[config.mk]
export PLATFORM = sky130hd
export DESIGN_NAME = supply_guard
export DESIGN_NICKNAME = d
export VERILOG_FILES = /design/src/rtl/supply_guard_pkg.sv /design/src/rtl/flag_sync.sv /design/src/rtl/recall_ctrl.sv /design/src/rtl/access_gate.sv /design/src/rtl/supply_guard.sv
export SDC_FILE = /design/constraint.sdc
export NUM_CORES = 1
export LEC_CHECK = 0
export ABC_AREA = 1
export BUFFER_PORTS_ARGS = -buffer_cell sky130_fd_sc_hd__buf_2
export CORE_AREA = 2 2 39 41
export CTS_BUF_LIST = sky130_fd_sc_hd__clkbuf_8
export DETAILED_ROUTE_END_ITERATION = 12
export DIE_AREA = 0 0 41 43
export SLEW_MARGIN = 40
export SYNTH_ARGS = -nofsm -noshare
export SYNTH_HDL_FRONTEND = slang
export SYNTH_SLANG_ARGS = --single-unit
[constraint.sdc]
create_clock -name clk_i -period 1.05 [get_ports clk_i]
set_input_delay 0 -clock clk_i [delete_from_list [all_inputs] [get_ports clk_i]]
set_output_delay 0 -clock clk_i [all_outputs]
set_load 0.01 [all_outputs]
[src/rtl/supply_guard_pkg.sv]
package supply_guard_pkg;
  typedef enum logic [1:0] {
    RCL_IDLE  = 2'd0,
    RCL_ARMED = 2'd1,
    RCL_RUN   = 2'd2
  } rcl_state_e;

  localparam int unsigned SYNC_STAGES_DEF = 2;
  localparam int unsigned FLAG_COUNT      = 2;
endpackage

[src/rtl/flag_sync.sv]
module flag_sync #(
  parameter int unsigned WIDTH   = 2,
  parameter int unsigned STAGES  = 2,
  parameter logic [WIDTH-1:0] RST_VAL = '1
) (
  input  logic             clk_i,
  input  logic             rst_ni,
  input  logic [WIDTH-1:0] d_i,
  output logic [WIDTH-1:0] q_o
);
  localparam int unsigned LAST = STAGES - 1;

  logic [STAGES-1:0][WIDTH-1:0] stg_q;

  always_ff @(posedge clk_i or negedge rst_ni) begin
    if (!rst_ni) begin
      for (int i = 0; i < STAGES; i++) stg_q[i] <= RST_VAL;
    end else begin
      stg_q[0] <= d_i;
      for (int i = 1; i < STAGES; i++) stg_q[i] <= stg_q[i-1];
    end
  end

  assign q_o = stg_q[LAST];

  initial begin
    a_min_stages : assert (STAGES >= 2);
  end
endmodule

[src/rtl/recall_ctrl.sv]
module recall_ctrl
  import supply_guard_pkg::*;
(
  input  logic clk_i,
  input  logic rst_ni,
  input  logic lo_sw_i,
  input  logic lo_rst_i,
  input  logic done_i,
  output logic recall_req_o,
  output logic pending_o
);
  rcl_state_e state_q, state_d;

  always_comb begin
    state_d = state_q;
    if (lo_rst_i) begin
      state_d = RCL_ARMED;
    end else begin
      unique case (state_q)
        RCL_ARMED: if (!lo_sw_i) state_d = RCL_RUN;
        RCL_RUN:   if (done_i)   state_d = RCL_IDLE;
        default:   state_d = RCL_IDLE;
      endcase
    end
  end

  // reset is treated as power-up: recall latched
  always_ff @(posedge clk_i or negedge rst_ni) begin
    if (!rst_ni) state_q <= RCL_ARMED;
    else         state_q <= state_d;
  end

  assign recall_req_o = (state_q == RCL_RUN);
  assign pending_o    = (state_q != RCL_IDLE);

  p_no_launch_low_r3 : assert property (@(posedge clk_i) disable iff (!rst_ni)
    (recall_req_o && !$past(recall_req_o)) |-> !$past(lo_sw_i));

  p_hold_until_done_r4 : assert property (@(posedge clk_i) disable iff (!rst_ni)
    (recall_req_o && !done_i && !lo_rst_i) |=> recall_req_o);

  p_rearm_r7 : assert property (@(posedge clk_i) disable iff (!rst_ni)
    lo_rst_i |=> (pending_o && !recall_req_o));
endmodule

[src/rtl/access_gate.sv]
module access_gate (
  input  logic clk_i,
  input  logic rst_ni,
  input  logic lo_sw_i,
  input  logic recall_pend_i,
  input  logic ce_ni,
  input  logic we_ni,
  output logic write_allow_o,
  output logic store_allow_o
);
  logic access_ok;
  logic hold_q;
  logic ce_q, we_q;
  logic wr_mode, fresh_fall;

  assign access_ok  = !lo_sw_i && !recall_pend_i;
  assign wr_mode    = !ce_ni && !we_ni;
  assign fresh_fall = (ce_q && !ce_ni) || (we_q && !we_ni);

  always_ff @(posedge clk_i or negedge rst_ni) begin
    if (!rst_ni) begin
      ce_q   <= 1'b1;
      we_q   <= 1'b1;
      hold_q <= 1'b1;
    end else begin
      ce_q <= ce_ni;
      we_q <= we_ni;
      if (!access_ok)                   hold_q <= 1'b1;
      else if (!wr_mode || fresh_fall)  hold_q <= 1'b0;
    end
  end

  assign store_allow_o = access_ok;
  assign write_allow_o = access_ok && !hold_q;

  p_write_needs_store_r1 : assert property (@(posedge clk_i) disable iff (!rst_ni)
    write_allow_o |-> store_allow_o);

  p_stale_write_r6 : assert property (@(posedge clk_i) disable iff (!rst_ni)
    ($past(!store_allow_o) && store_allow_o && wr_mode && !fresh_fall) |-> !write_allow_o);
endmodule

[src/rtl/supply_guard.sv]
module supply_guard
  import supply_guard_pkg::*;
#(
  parameter int unsigned SYNC_STAGES = SYNC_STAGES_DEF
) (
  input  logic clk_i,
  input  logic rst_ni,
  input  logic vcc_lo_sw_i,
  input  logic vcc_lo_rst_i,
  input  logic ce_ni,
  input  logic we_ni,
  input  logic recall_done_i,
  output logic pfail_store_o,
  output logic recall_req_o,
  output logic write_allow_o,
  output logic ext_store_allow_o
);
  logic [FLAG_COUNT-1:0] flags_s;
  logic lo_sw_s, lo_rst_s;
  logic lo_sw_d;
  logic pfail_q;
  logic recall_pend;

  flag_sync #(
    .WIDTH  (FLAG_COUNT),
    .STAGES (SYNC_STAGES),
    .RST_VAL('1)
  ) i_flag_sync (
    .clk_i (clk_i),
    .rst_ni(rst_ni),
    .d_i   ({vcc_lo_rst_i, vcc_lo_sw_i}),
    .q_o   (flags_s)
  );

  assign lo_sw_s  = flags_s[0];
  assign lo_rst_s = flags_s[1];

  // power-fail store request on entry below switch threshold
  always_ff @(posedge clk_i or negedge rst_ni) begin
    if (!rst_ni) begin
      lo_sw_d <= 1'b1;
      pfail_q <= 1'b0;
    end else begin
      lo_sw_d <= lo_sw_s;
      pfail_q <= lo_sw_s && !lo_sw_d;
    end
  end

  assign pfail_store_o = pfail_q;

  recall_ctrl i_recall_ctrl (
    .clk_i       (clk_i),
    .rst_ni      (rst_ni),
    .lo_sw_i     (lo_sw_s),
    .lo_rst_i    (lo_rst_s),
    .done_i      (recall_done_i),
    .recall_req_o(recall_req_o),
    .pending_o   (recall_pend)
  );

  access_gate i_access_gate (
    .clk_i        (clk_i),
    .rst_ni       (rst_ni),
    .lo_sw_i      (lo_sw_s),
    .recall_pend_i(recall_pend),
    .ce_ni        (ce_ni),
    .we_ni        (we_ni),
    .write_allow_o(write_allow_o),
    .store_allow_o(ext_store_allow_o)
  );

  p_pfail_single_r2 : assert property (@(posedge clk_i) disable iff (!rst_ni)
    pfail_store_o |=> !pfail_store_o);

  p_blocked_low_r1 : assert property (@(posedge clk_i) disable iff (!rst_ni)
    lo_sw_s |-> (!ext_store_allow_o && !write_allow_o));

  p_no_access_in_recall_r4 : assert property (@(posedge clk_i) disable iff (!rst_ni)
    recall_req_o |-> !ext_store_allow_o);
endmodule

# After elaboration in Yosys (flattened, before gate mapping)
# Index checks and enable logic that the tools add are counted.
# word_totals
ff_bits	11
in_bits	7
output_inout_bits	4
word_cells	36
# classes
eq_ne	5
mux	6
reduce_logical	17
# ops
operator	n
1-bit zero test	7
1-bit logical AND	6
2-bit two-way mux	3
2-bit one-hot mux with 2 select lines	1
3-bit by 2-bit inequality test with 1-bit output, second input constant	1
3-bit inequality test, second input constant	1
2-bit by 1-bit == test with 1-bit output, second input constant	1
2-bit == test, second input constant	1
1-bit logical OR	2
1-bit two-way mux	2
2-bit inequality test, second input constant	1
2-bit AND reduction	1
2-bit nonzero test	1

# Longest topological paths before layout
# Gate-level depths: netlist (run 1).
# depth
word_depth	6
depth_mapped	4
depth_no_buf	4

# Cells and area by module
# A second synthesis (run 1) with hierarchy kept.
# unflattened
cells_unflattened	32
hier_area_um2	399.1
# modules_own_cells
mod	n_inst	cells_each	area_each_um2	seq_area_each_um2
flag_sync	1	6	120.1	105.1
access_gate	1	9	116.4	78.8
recall_ctrl	1	13	101.3	51.3
supply_guard	1	4	61.3	51.3

# Worst setup path before layout (run 1)
# OpenSTA, ideal clock, no wires.
# synth_path
path_type	reg-to-reg
from	reg i_recall_ctrl.state_q[0]
to	reg i_recall_ctrl.state_q[1]
setup_time_ns	0.118
arrival_time_ns	0.704
required_ns	0.932
slack_ns	0.228
path_stages_with_launch	4
path_buffers	0
synth_period_minus_slack_ns	0.822
cell_sequence	dfstp_2 > nor2_2 > nand2_1 > nand2_1
# synth_between
elab_chain_cells	3
elab_cells_between_ends	7
cone_classes	eq/ne: 4; mux: 2; reduce/logical: 1
# synth_lines
element	line	text
from (decl)	recall_ctrl.sv:12	rcl_state_e state_q, state_d;
from (signal assigned)	recall_ctrl.sv:30	else state_q <= state_d;
2-bit == test (*)	-	
via recall_req_o	supply_guard.sv:14	output logic recall_req_o,
2-bit one-hot mux with 2 select lines or 3-bit by 2-bit inequality test with 1-bit output (tied branches)	-	
2-bit two-way mux or 2-bit AND reduction (tied branches)	-	
# Mark *: on every way through the listed nets, which the timed path passes. The rest lies on a longest branch.
# A chain may end at the register's enable or synchronous reset.

# Worst setup path after layout (run 1)
# layout_path
from	reg i_flag_sync.stg_q (netlist bit i_flag_sync.q_o[0])
to	out write_allow_o
# layout_between
elab_chain_cells	3
# layout_lines
element	line	text
from (decl)	flag_sync.sv:13	logic [STAGES-1:0][WIDTH-1:0] stg_q;
1-bit zero test	-	
1-bit logical AND	access_gate.sv:16	assign access_ok = !lo_sw_i && !recall_pend_i;
1-bit logical AND	access_gate.sv:34	assign write_allow_o = access_ok && !hold_q;
to (decl)	supply_guard.sv:15	output logic write_allow_o,
# No other way between the ends.

==> qor_table.md, run 1 <==
| Stage | Item | Reported |
|---|---|---|
| pwr | Reported net switching power | 0.000203 W |
| cells and area | Fill cell count | 143 |
| status | Failing checks | negative setup slack |
| floorplanning | Die outline height | 43 um |
| logic synthesis | Sequential-to-total area share from yosys stat | 0.776 |
| floorplanning | Row count | 14 |
| cells and area | Non-filler instance count after layout | 66 |
| pwr | Combinational fraction of design power | 0.088 |
| floorplanning | Starting Density | 0.267 |
| critical path | Critical path arrival | 1.05 ns |
| timing | Highest attainable clock frequency | 0.950 GHz |
| place | Placer congestion estimate | 0.631 |
| cells and area | Commonest cells after routing, fill and taps aside | dfstp_2, buf_2, dlygate4sd3_1 |
| critical path | CP Class | register to output port |
| run | # Max-Cap Violations | 0 |
| timing | Worst clock skew | 0.00200 ns |
| route | First-iteration detailed-routing DRC count | 5 |
| clocking | Clock tree sinks | 11 |
| clocking | Cell at the root of the clock tree | clkbuf_8 |
| logic synthesis | Synth Area per Inst | 12.7 um2 |
| clocking | Maximum count of clock buffers along a single path | 2 |
| timing | Number of hold violations in the final report | 0 |
| logic synthesis | Cell taking the most area after synthesis | dfstp_2 |
| pwr | Sequential share of power | 0.494 |
| critical path | Top fanout value on the critical path | 2 |
| cells and area | Final Net Count | 58 |
| critical path | Number of cells on the worst reg-to-reg path | 4 |
| logic synthesis | Gate count of the mapped netlist | 29 |
| floorplanning | Die outline width | 41 um |
| min path | Kind of path behind the tightest hold check | input pin to register |
| route | Count of vias placed by the detailed router | 278 |
| min path | Hold Path Cell Cnt | 4 |
| cells and area | Area growth, synth to finish | 53.9% |
| pwr | Ratio of total power to cell area | 1700 nW/um2 |
| logic synthesis | Number of warning messages in the yosys log | 0 |
| pwr | Internal Dissipation | 0.000763 W |
| timing | Final worst path period need | 1.05 ns |
| route | Post-route antenna net violation count | 0 |
| global routing | Initial antenna violation count | 0 |
| route | Number of iterations in the first detailed-routing pass | 4 |
| pwr | Switching portion of total power | 0.210 |
| logic synthesis | Count of unique library cells instantiated by Yosys | 11 |
| logic synthesis | Fraction of synthesized cell area taken by the top area cell type | 0.641 |
| logic synthesis | Synth Net Count | 36 |
| logic synthesis | Seq cells post-synth | 11 |
| global routing | Total routing resource utilization after global routing | 0.0981 |
| pwr | Clock Power Share | 0.418 |
| route | Final routed DRC violation total | 0 |
| pwr | Max rail drop VDD | 0.740 mV |
| critical path | Crit. End Element | output port |
| critical path | Critical Path Start Type | register |
| timing | Final worst path period share | 1.00 |
| global routing | Global-route wire length before repair | 1080 um |
| route | Wirelength, routed | 648 um |
| cells and area | Share of layout cells above drive strength 1 | 0.600 |
| place | HPWL after detailed placement | 380 um |
| status | Outcome | complete, but fails checks |
| route | Post-detailed-route wirelength per cell | 9.82 um |
| clocking | Skew-Pair Late Insertion Delay | 0.23 ns |
| floorplanning | # IOs | 11 |
| timing | Worst-case headroom to the max-slew limit | 0.842 |
| place | Inst Count DP | 55 |
| timing | Final worst hold slack | 0.0184 ns |
| floorplanning | Die footprint | 1760 um2 |
| cells and area | Final design utilization | 0.410 |
| clocking | Clock transition time at the flip-flop clock pins of the worst setup and hold paths | 0.05 ns |
| timing | Final Worst Setup Slack | -0.00282 ns |
| place | Number of buffers inserted by port buffering | 10 |
| logic synthesis | Summed instance area of the synthesized netlist | 369 um2 |
| floorplanning | Area inside the core boundary | 1380 um2 |
| timing | Final-report max-slew violation count | 0 |
| clocking | CTS tree | built |
| pwr | Leakage power summed over all cells | 0.269 nW |
| clocking | Num CTS Buffers | 3 |
| global routing | Via count of the first global-routing pass | 273 |
| global routing | Largest net degree at the start of global routing | 12 |
| timing | Final setup fails | 1 |
| cells and area | Footprint of the multi-input gates | 83.8 um2 |
| critical path | Required @ worst endpoint | 1.05 ns |
| clocking | # H-tree levels | 1 |
| route | Via-per-instance ratio | 4.21 |
| timing | Slew at the pin closest to its max-slew limit | 0.237 ns |
| pwr | Overall power after layout | 0.000966 W |
| cells and area | Antenna diode count | 0 |
| logic synthesis | Cell types with the largest area share after synthesis | dfstp_2, dfrtp_1, nand2_1 |
| cells and area | Seq. cell area | 287 um2 |
| global routing | Residual overflow from global routing | 0 |
| timing | Unrepaired setup endpoints after global routing | yes |
[Yosys cell counts (all sizes together)]
cell type and instances:
dfstp 9, nor2 6, nand2 5, inv 3, dfrtp 2, nand3 1, nand4 1, nor3 1
o21ai 1
[timing repair]
| action | in CTS | in global routing |
|---|---|---|
| hold endpoints to repair | 16 | 0 |
| hold buffers | 5 | 0 |
| resized for setup | 1 | 3 |
| gates cloned | 0 | 0 |
| endpoints found under the setup margin | 2 | 2 |
| setup buffers | 2 | 0 |
[registers in the layout, summed over array words and instances (netlist names)]
name,flops
i_access_gate.ce_q,1
pfail_store_o,1
i_flag_sync.stg_q,2
i_access_gate.we_q,1
i_flag_sync.q_o,2
lo_sw_d,1
i_access_gate.hold_q,1
i_recall_ctrl.state_q,2
[cell families after synthesis]
group,count (synthesis),synth area share
AND/OR/NAND/NOR,14,0.169
AO/OA/AOI/OAI,1,0.0237
buffers and inverters,3,0.0305
flip-flops,11,0.776
[power groups by stage]
stage	clock (W)	combinational (W)	sequential [W]
after global placement	0	0.0000541	0.000481
after global routing	0.000446	0.0000945	0.000480
final	0.000404	0.0000851	0.000477
after CTS	0.000425	0.0000775	0.000476
after detailed placement	0	0.0000553	0.000481
after floorplan	0	0.0000259	0.000480
[layout make-up]
class | instances | share of cell area
Sequential cell | 11 | 0.504
Timing Repair Buffer | 17 | 0.214
Multi-Input combinational cell | 15 | 0.148
Clock buffer | 3 | 0.0727
Tap cell | 16 | 0.0352
Inverter | 3 | 0.0198
Clock inverter | 1 | 0.00661
[path summary, 6_finish.rpt]
path | endpoint | slack (ns) | start
setup / recovery | write_allow_o | -0.003 | i_flag_sync.q_o[0]$_DFF_PN1_
hold / removal | i_recall_ctrl.state_q[1]$_DFFE_PN0P_ | 0.02 | recall_done_i
setup reg to reg | i_recall_ctrl.state_q[1]$_DFFE_PN0P_ | 0.10 | i_flag_sync.q_o[0]$_DFF_PN1_
hold reg to reg | i_flag_sync.q_o[0]$_DFF_PN1_ | 0.35 | i_flag_sync.stg_q[0]$_DFF_PN1_
max in group asynchronous | lo_sw_d$_DFF_PN1_ | 0.63 | rst_ni
min in group asynchronous | i_recall_ctrl.state_q[1]$_DFFE_PN0P_ | 0.17 | rst_ni
[metrics by stage]
step           area [um2]  setup slack (ns)  setup TNS, ns
3_5_place_dp          439             0.211              0
6_report              568          -0.00282       -0.00282
3_3_place_gp          439             0.212              0
5_1_grt               568           -0.0590         -0.102
4_1_cts               552           -0.0115        -0.0140
2_1_floorplan         369             0.228              0
[worst max-delay path, stage by stage (launching register included)]
cell and delay [ns]:
dfstp_2 0.53, inv_2 0.05, nand2_4 0.06, nor3_1 0.04
buf_2 0.14
[metal layers]
layer  vias to the layer above  track usage  part of all wire
met3                         0       0.0471             0.073
li1                        132            -                 -
met2                        12        0.131              0.50
met5                         -            0                 0
met4                         0       0.0800                 0
met1                       134        0.112              0.42
Power figures use the tool's default switching activity.
==> run 2: changes to the inputs <==
--- a/config.mk
+++ b/config.mk
@@ -7,10 +7,13 @@
 export LEC_CHECK = 0
 export ABC_AREA = 1
 export BUFFER_PORTS_ARGS = -buffer_cell sky130_fd_sc_hd__buf_2
+export CELL_PAD_IN_SITES_DETAIL_PLACEMENT = 0
+export CELL_PAD_IN_SITES_GLOBAL_PLACEMENT = 2
 export CORE_AREA = 2 2 39 41
 export CTS_BUF_LIST = sky130_fd_sc_hd__clkbuf_8
 export DETAILED_ROUTE_END_ITERATION = 12
 export DIE_AREA = 0 0 41 43
+export PLACE_DENSITY_LB_ADDON = 0.1
 export SLEW_MARGIN = 40
 export SYNTH_ARGS = -nofsm -noshare
 export SYNTH_HDL_FRONTEND = slang
==> run 2 against run 1 <==
The run now ends clean. Critical endpoint is now ext_store_allow_o. Via count is 7.6% lower. Clock-buffer cell count is the same. Fmax increased by 0.79%. First-iteration DRC count fell by 60%. Die area is the same. Sequential share of layout area rose by 1.7 points. Non-clock buffer count down 1. Hold slack better by 0.0020 ns. Clock skew barely moved. Sequential power about the same.
==> qor_table.md, run 2 (same netlist as run 1, synthesis figures left out) <==
| Stage | Item | Reported | vs previous |
|---|---|---|---|
| cells and area | Area growth, synth to finish | 48.8% | was 53.9% |
| clocking | CTS tree | built | unchanged |
| floorplanning | Die footprint | 1760 um2 | unchanged |
| cells and area | Seq. cell area | 287 um2 | unchanged |
| critical path | Required @ worst endpoint | 1.05 ns | about the same |
| place | Placer congestion estimate | 0.590 | was 0.631 |
| cells and area | Most common cell after layout, fill and taps aside | buf_2 |  |
| critical path | Reg-to-Reg Start | i_flag_sync.q_o[0]$_DFF_PN1_ | unchanged |
| timing | Slew at the pin closest to its max-slew limit | 0.236 ns | was 0.237 ns |
| floorplanning | Area inside the core boundary | 1380 um2 | unchanged |
| clocking | Clock transition time at the flip-flop clock pins of the worst setup and hold paths | 0.05 ns | about the same |
| min path | Hold Path Sink | i_recall_ctrl.state_q[1]$_DFFE_PN0P_ | unchanged |
| route | Number of iterations in the first detailed-routing pass | 2 | was 4 |
| timing | Unrepaired setup endpoints after global routing | yes | unchanged |
| timing | Final-report max-slew violation count | 0 | unchanged |
| clocking | Clock tree sinks | 11 | unchanged |
| floorplanning | # IOs | 11 | unchanged |
| cells and area | Final Net Count | 57 | was 58 |
| min path | Hold Path Cell Cnt | 4 | unchanged |
| place | Number of buffers inserted by port buffering | 10 | unchanged |
| global routing | Global routing usage on met1 | 0.102 | was 0.112 |
| critical path | Capture point of the worst reg-to-reg path | i_recall_ctrl.state_q[1]$_DFFE_PN0P_ | unchanged |
| clocking | Skew-Pair Late Insertion Delay | 0.23 ns | about the same |
| clocking | Num CTS Buffers | 3 | unchanged |
| clocking | Maximum count of clock buffers along a single path | 2 | unchanged |
| run | # Max-Cap Violations | 0 | unchanged |
| floorplanning | Die outline height | 43 um | unchanged |
| global routing | Initial antenna violation count | 0 | unchanged |
| critical path | CP Class | register to output port | unchanged |
| critical path | Critical path arrival | 1.04 ns | was 1.05 ns |
| place | DP Worst Slack | 0.201 ns | was 0.211 ns |
| timing | Final setup fails | 0 | was 1 |
| global routing | Total routing resource utilization after global routing | 0.0918 | was 0.0981 |
| global routing | Met2 GRT Util | 0.141 | was 0.131 |
| timing | Highest attainable clock frequency | 0.957 GHz | was 0.950 GHz |
| timing | Final worst path period need | 1.04 ns | was 1.05 ns |
| cells and area | Design area | 549 um2 | was 568 um2 |
| cells and area | Footprint of the multi-input gates | 78.8 um2 | was 83.8 um2 |
| global routing | Residual overflow from global routing | 0 | unchanged |
| global routing | GRT busiest layer | met2 | unchanged |
| route | Via-per-instance ratio | 3.95 | was 4.21 |
| critical path | Top fanout value on the critical path | 2 | unchanged |
| global routing | Largest net degree at the start of global routing | 12 | unchanged |
| global routing | GRT met3 Usage | 0.0314 | was 0.0471 |
| status | Outcome | completed | was complete, but fails checks |
| route | Post-detailed-route wirelength per cell | 9.42 um | was 9.82 um |
| cells and area | Antenna diode count | 0 | unchanged |
| timing | Final Worst Setup Slack | 0.00546 ns | was -0.00282 ns |
| global routing | Global-route wire length before repair | 1060 um | was 1080 um |
| critical path | Critical Path Start Type | register | unchanged |
| route | Count of vias placed by the detailed router | 257 | was 278 |
| cells and area | Commonest cells after routing, fill and taps aside | buf_2, dfstp_2, dlygate4sd3_1 | was dfstp_2, buf_2, dlygate4sd3_1 |
| critical path | Register-to-register path setup slack | 0.11 ns | was 0.10 ns |
| timing | Final worst path period share | 0.995 | was 1.00 |
| pwr | Max rail drop VDD | 0.664 mV | was 0.740 mV |
| floorplanning | Starting Density | 0.267 | unchanged |
| place | Placed Instance Area | 439 um2 | unchanged |
| cells and area | Share of layout cells above drive strength 1 | 0.612 | was 0.600 |
| global routing | Via count of the first global-routing pass | 274 | was 273 |
| critical path | Crit. End Element | output port | unchanged |
| timing | Worst clock skew | 0.00201 ns | was 0.00200 ns |
| pwr | Leakage power summed over all cells | 0.261 nW | was 0.269 nW |
| critical path | Number of cells on the worst reg-to-reg path | 4 | unchanged |
| floorplanning | Row count | 14 | unchanged |
| timing | Number of hold violations in the final report | 0 | unchanged |
| min path | Worst Hold Launch | recall_done_i | unchanged |
| route | Post-route antenna net violation count | 0 | unchanged |
| pwr | Ratio of total power to cell area | 1730 nW/um2 | was 1700 nW/um2 |
| route | First-iteration detailed-routing DRC count | 2 | was 5 |
| route | Final routed DRC violation total | 0 | unchanged |
| cells and area | Fill cell count | 143 | unchanged |
| clocking | # H-tree levels | 1 | unchanged |
| route | Wirelength, routed | 612 um | was 648 um |
| min path | Kind of path behind the tightest hold check | input pin to register | unchanged |
| floorplanning | Die outline width | 41 um | unchanged |
| timing | Worst-case headroom to the max-slew limit | 0.843 | was 0.842 |
| clocking | Cell at the root of the clock tree | clkbuf_8 | unchanged |
-- run 2: cell count changes in the layout (fill, tap and decap cells not counted), sizes merged --
| cell | delta |
|---|---|
| buf | -1 |
-- run 2: worst max path at each step --
stage	start	endpoint	cells after the start
final	i_flag_sync.q_o[0]$_DFF_PN1_	ext_store_allow_o	4
after CTS	i_flag_sync.q_o[0]$_DFF_PN1_	ext_store_allow_o	4
after floorplan	i_recall_ctrl.state_q[0]$_DFFE_PN1P_	i_recall_ctrl.state_q[1]$_DFFE_PN0P_	3
after global placement	i_flag_sync.q_o[0]$_DFF_PN1_	write_allow_o	4
after global routing	i_flag_sync.q_o[0]$_DFF_PN1_	write_allow_o	4
after detailed placement	i_recall_ctrl.state_q[0]$_DFFE_PN1P_	i_recall_ctrl.state_q[1]$_DFFE_PN0P_	3
-- run 2: what timing repair did --
| action | 4_1_cts | 5_1_grt |
|---|---|---|
| setup endpoints to repair | 2 | 2 |
| hold endpoints to repair | 16 | 0 |
| hold buffers | 5 | 0 |
| setup buffers | 1 | 0 |
| resized for setup | 2 | 0 |
-- run 2: worst max-delay path, cell delays in order, from the launching register on --
cell and delay, ns:
dfstp_2 0.53, inv_2 0.04, nand2_2 0.07, nor2_2 0.04
buf_2 0.13
-- run 2: stage by stage --
stage	TNS, ns	hold WS, ns	power [W]	util	instances
final	0	0.0205	0.000949	0.397	65
after detailed placement	0	-0.123	0.000538	0.317	55
after global routing	-0.0537	0.0488	0.000997	0.397	65
after floorplan	0	-0.296	0.000506	-	29
after CTS	-0.00451	0.0220	0.000971	0.397	65
after global placement	0	-0.128	0.000536	0.317	55
-- run 2: layout make-up --
| cell class | instances | share of cell area |
|---|---|---|
| sequential | 11 | 0.522 |
| timing repair buffer | 16 | 0.196 |
| multi-input combinational | 15 | 0.144 |
| clock buffer | 3 | 0.0752 |
| tap | 16 | 0.0364 |
| inverter | 3 | 0.0205 |
| clock inverter | 1 | 0.00683 |
-- run 2: routing by layer --
metal	wire length, um	share of wire	up-vias
met5	0	0	-
met4	0	0	0
met3	54	0.088	0
met2	303	0.50	11
met1	254	0.42	118
li1	-	-	128
-- run 2: report_power, final --
group	internal [W]	total [W]	switching, W
sequential	0.000463	0.000477	0.0000133
clock	0.000255	0.000399	0.000143
combinational	0.0000370	0.0000735	0.0000365
==> run 3: changes to the inputs <==
--- a/config.mk
+++ b/config.mk
@@ -9,11 +9,12 @@
 export BUFFER_PORTS_ARGS = -buffer_cell sky130_fd_sc_hd__buf_2
 export CELL_PAD_IN_SITES_DETAIL_PLACEMENT = 0
 export CELL_PAD_IN_SITES_GLOBAL_PLACEMENT = 2
-export CORE_AREA = 2 2 39 41
+export CORE_AREA = 8 8 45 47
 export CTS_BUF_LIST = sky130_fd_sc_hd__clkbuf_8
+export CTS_CLUSTER_DIAMETER = 30
 export DETAILED_ROUTE_END_ITERATION = 12
-export DIE_AREA = 0 0 41 43
-export PLACE_DENSITY_LB_ADDON = 0.1
+export DIE_AREA = 0 0 53 55
+export PLACE_DENSITY = 0.66
 export SLEW_MARGIN = 40
 export SYNTH_ARGS = -nofsm -noshare
 export SYNTH_HDL_FRONTEND = slang
==> run 3 against run 2 <==
Cell count up 1.5%. Sequential power about the same. Clock power up 1%. Final area up 0.46%. Fmax up 0.54%. Power up 0.91%. Non-clock buffer count up 1. Core utilization up 0.18 points. Register-to-register slack about the same. Flip-flop and latch count unchanged. Largest power group unchanged.
==> qor_table.md, run 3 (same netlist as run 1, synthesis figures left out) <==
| Stage | Item | Reported | vs previous |
|---|---|---|---|
| place | Placer congestion estimate | 0.672 | was 0.590 |
| timing | Final worst path period need | 1.04 ns | about the same |
| critical path | Top fanout value on the critical path | 2 | unchanged |
| status | Outcome | completed | unchanged |
| pwr | Leakage power summed over all cells | 0.265 nW | was 0.261 nW |
| clocking | Maximum count of clock buffers along a single path | 2 | unchanged |
| route | Via-per-instance ratio | 4.15 | was 3.95 |
| timing | Worst clock skew | 0.00364 ns | was 0.00201 ns |
| cells and area | Design area | 552 um2 | was 549 um2 |
| clocking | # H-tree levels | 1 | unchanged |
| critical path | CP Class | register to output port | unchanged |
| clocking | Cell at the root of the clock tree | clkbuf_8 | unchanged |
| floorplanning | Die outline width | 53 um | was 41 um |
| route | Post-route antenna net violation count | 0 | unchanged |
| global routing | Global-route wire length before repair | 1280 um | was 1060 um |
| pwr | Ratio of total power to cell area | 1740 nW/um2 | was 1730 nW/um2 |
| global routing | Met2 GRT Util | 0.105 | was 0.141 |
| timing | Worst-case headroom to the max-slew limit | 0.845 | was 0.843 |
| critical path | Crit. End Element | output port | unchanged |
| critical path | Critical Path Start Type | register | unchanged |
| timing | Highest attainable clock frequency | 0.963 GHz | was 0.957 GHz |
| cells and area | Area growth, synth to finish | 49.5% | was 48.8% |
| global routing | GRT met3 Usage | 0.0374 | was 0.0314 |
| critical path | Critical path arrival | 1.04 ns | about the same |
| place | Placed Instance Area | 439 um2 | unchanged |
| route | Post-detailed-route wirelength per cell | 11.2 um | was 9.42 um |
| critical path | Required @ worst endpoint | 1.05 ns | about the same |
| clocking | Clock tree sinks | 11 | unchanged |
| global routing | Via count of the first global-routing pass | 340 | was 274 |
| clocking | Skew-Pair Late Insertion Delay | 0.24 ns | was 0.23 ns |
| timing | Final-report max-slew violation count | 0 | unchanged |
| place | DP Worst Slack | 0.210 ns | was 0.201 ns |
| clocking | CTS tree | built | unchanged |
| floorplanning | Die outline height | 55 um | was 43 um |
| timing | Final worst path period share | 0.989 | was 0.995 |
| floorplanning | Area inside the core boundary | 1380 um2 | unchanged |
| route | Wirelength, routed | 739 um | was 612 um |
| global routing | Largest net degree at the start of global routing | 12 | unchanged |
| route | Final routed DRC violation total | 0 | unchanged |
| timing | Final Worst Setup Slack | 0.0111 ns | was 0.00546 ns |
| cells and area | Final Net Count | 58 | was 57 |
| timing | Number of hold violations in the final report | 0 | unchanged |
| min path | Kind of path behind the tightest hold check | input pin to register | unchanged |
| place | HPWL after detailed placement | 498 um |  |
| place | Number of buffers inserted by port buffering | 10 | unchanged |
| timing | Slew at the pin closest to its max-slew limit | 0.232 ns | was 0.236 ns |
| global routing | Total routing resource utilization after global routing | 0.0634 | was 0.0918 |
| timing | Final setup fails | 0 | unchanged |
| cells and area | Most common cell after layout, fill and taps aside | buf_2 | unchanged |
| pwr | Max rail drop VDD | 0.683 mV | was 0.664 mV |
| cells and area | Antenna diode count | 0 | unchanged |
| global routing | GRT busiest layer | met2 | unchanged |
| run | # Max-Cap Violations | 0 | unchanged |
| route | First-iteration detailed-routing DRC count | 2 | unchanged |
| cells and area | Share of layout cells above drive strength 1 | 0.600 | was 0.612 |
| timing | Unrepaired setup endpoints after global routing | yes | unchanged |
| floorplanning | # IOs | 11 | unchanged |
| global routing | Initial antenna violation count | 0 | unchanged |
| clocking | Num CTS Buffers | 3 | unchanged |
| global routing | Global routing usage on met1 | 0.0498 | was 0.102 |
| route | Number of iterations in the first detailed-routing pass | 2 | unchanged |
| floorplanning | Die footprint | 2920 um2 | was 1760 um2 |
| floorplanning | Row count | 14 | unchanged |
| route | Count of vias placed by the detailed router | 274 | was 257 |
| floorplanning | Starting Density | 0.267 | unchanged |
| clocking | Clock transition time at the flip-flop clock pins of the worst setup and hold paths | 0.05 ns | about the same |
| cells and area | Commonest cells after routing, fill and taps aside | buf_2, dfstp_2, dlygate4sd3_1 | unchanged |
| global routing | Residual overflow from global routing | 0 | unchanged |
## run 3: changes by cell type in the layout (fill, tap and decap cells not counted)
| cell | before | now |
|---|---|---|
| buf_4 | 1 | 2 |
| nor3_1 | 0 | 1 |
| nor3_2 | 1 | 0 |
## run 3: worst paths after layout
kind / from / to / slack [ns] / cells past startpoint
worst min-delay path: recall_done_i / i_recall_ctrl.state_q[1]$_DFFE_PN0P_ / 0.01 / 4
min in group asynchronous: rst_ni / i_recall_ctrl.state_q[1]$_DFFE_PN0P_ / 0.17 / 2
max in group asynchronous: rst_ni / i_flag_sync.q_o[1]$_DFF_PN1_ / 0.63 / 2
worst max-delay path: i_flag_sync.q_o[0]$_DFF_PN1_ / write_allow_o / 0.01 / 4
worst min register to register: i_flag_sync.stg_q[0]$_DFF_PN1_ / i_flag_sync.q_o[0]$_DFF_PN1_ / 0.35 / 0
worst max register to register: i_flag_sync.q_o[0]$_DFF_PN1_ / i_recall_ctrl.state_q[1]$_DFFE_PN0P_ / 0.12 / 4
## run 3: timing repair
| item | 4_1_cts | 5_1_grt |
|---|---|---|
| endpoints found under the setup margin | 2 | 2 |
| resized for setup | 1 | 0 |
| hold buffers | 5 | 0 |
| endpoints found under the hold margin | 16 | 0 |
| setup buffers | 2 | 0 |
## run 3: where the power goes
part | switching (W) | leakage [nW] | total [W] | internal (W)
Sequential | 0.0000128 | 0.121 | 0.000476 | 0.000464
Combinational | 0.0000384 | 0.117 | 0.0000781 | 0.0000397
Clock | 0.000148 | 0.0269 | 0.000403 | 0.000256
Total | 0.000199 | 0.265 | 0.000958 | 0.000759
## run 3: area by class of cell
class,count,area [um2]
inverter,3,11.3
timing repair buffer,17,115
multi-input combinational,15,73.8
fill,143,832
clock inverter,1,3.75
tap,16,20.0
sequential,11,287
clock buffer,3,41.3
## run 3: critical path, cell delays in order, from the launching register on
cell	delay [ns]
dfstp_2	0.53
inv_2	0.04
nand2_2	0.06
nor3_1	0.04
buf_2	0.14
## run 3: metrics by stage
step | utilization | TNS (ns) | power (W) | instances | hold slack [ns]
6_report | 0.399 | 0 | 0.000958 | 66 | 0.0147
5_1_grt | 0.399 | -0.0598 | 0.00101 | 66 | 0.0366
4_1_cts | 0.399 | -0.00597 | 0.000982 | 66 | 0.0173
3_5_place_dp | 0.317 | 0 | 0.000538 | 55 | -0.126
3_3_place_gp | 0.317 | 0 | 0.000536 | 55 | -0.129
2_1_floorplan | - | 0 | 0.000506 | 29 | -0.296
## run 3: routing by layer
layer | part of all wire | vias up | wire length (um)
met1 | 0.38 | 127 | 283
met5 | 0 | - | 0
met4 | 0.038 | 0 | 28
met2 | 0.47 | 12 | 345
li1 | - | 132 | -
met3 | 0.11 | 3 | 82
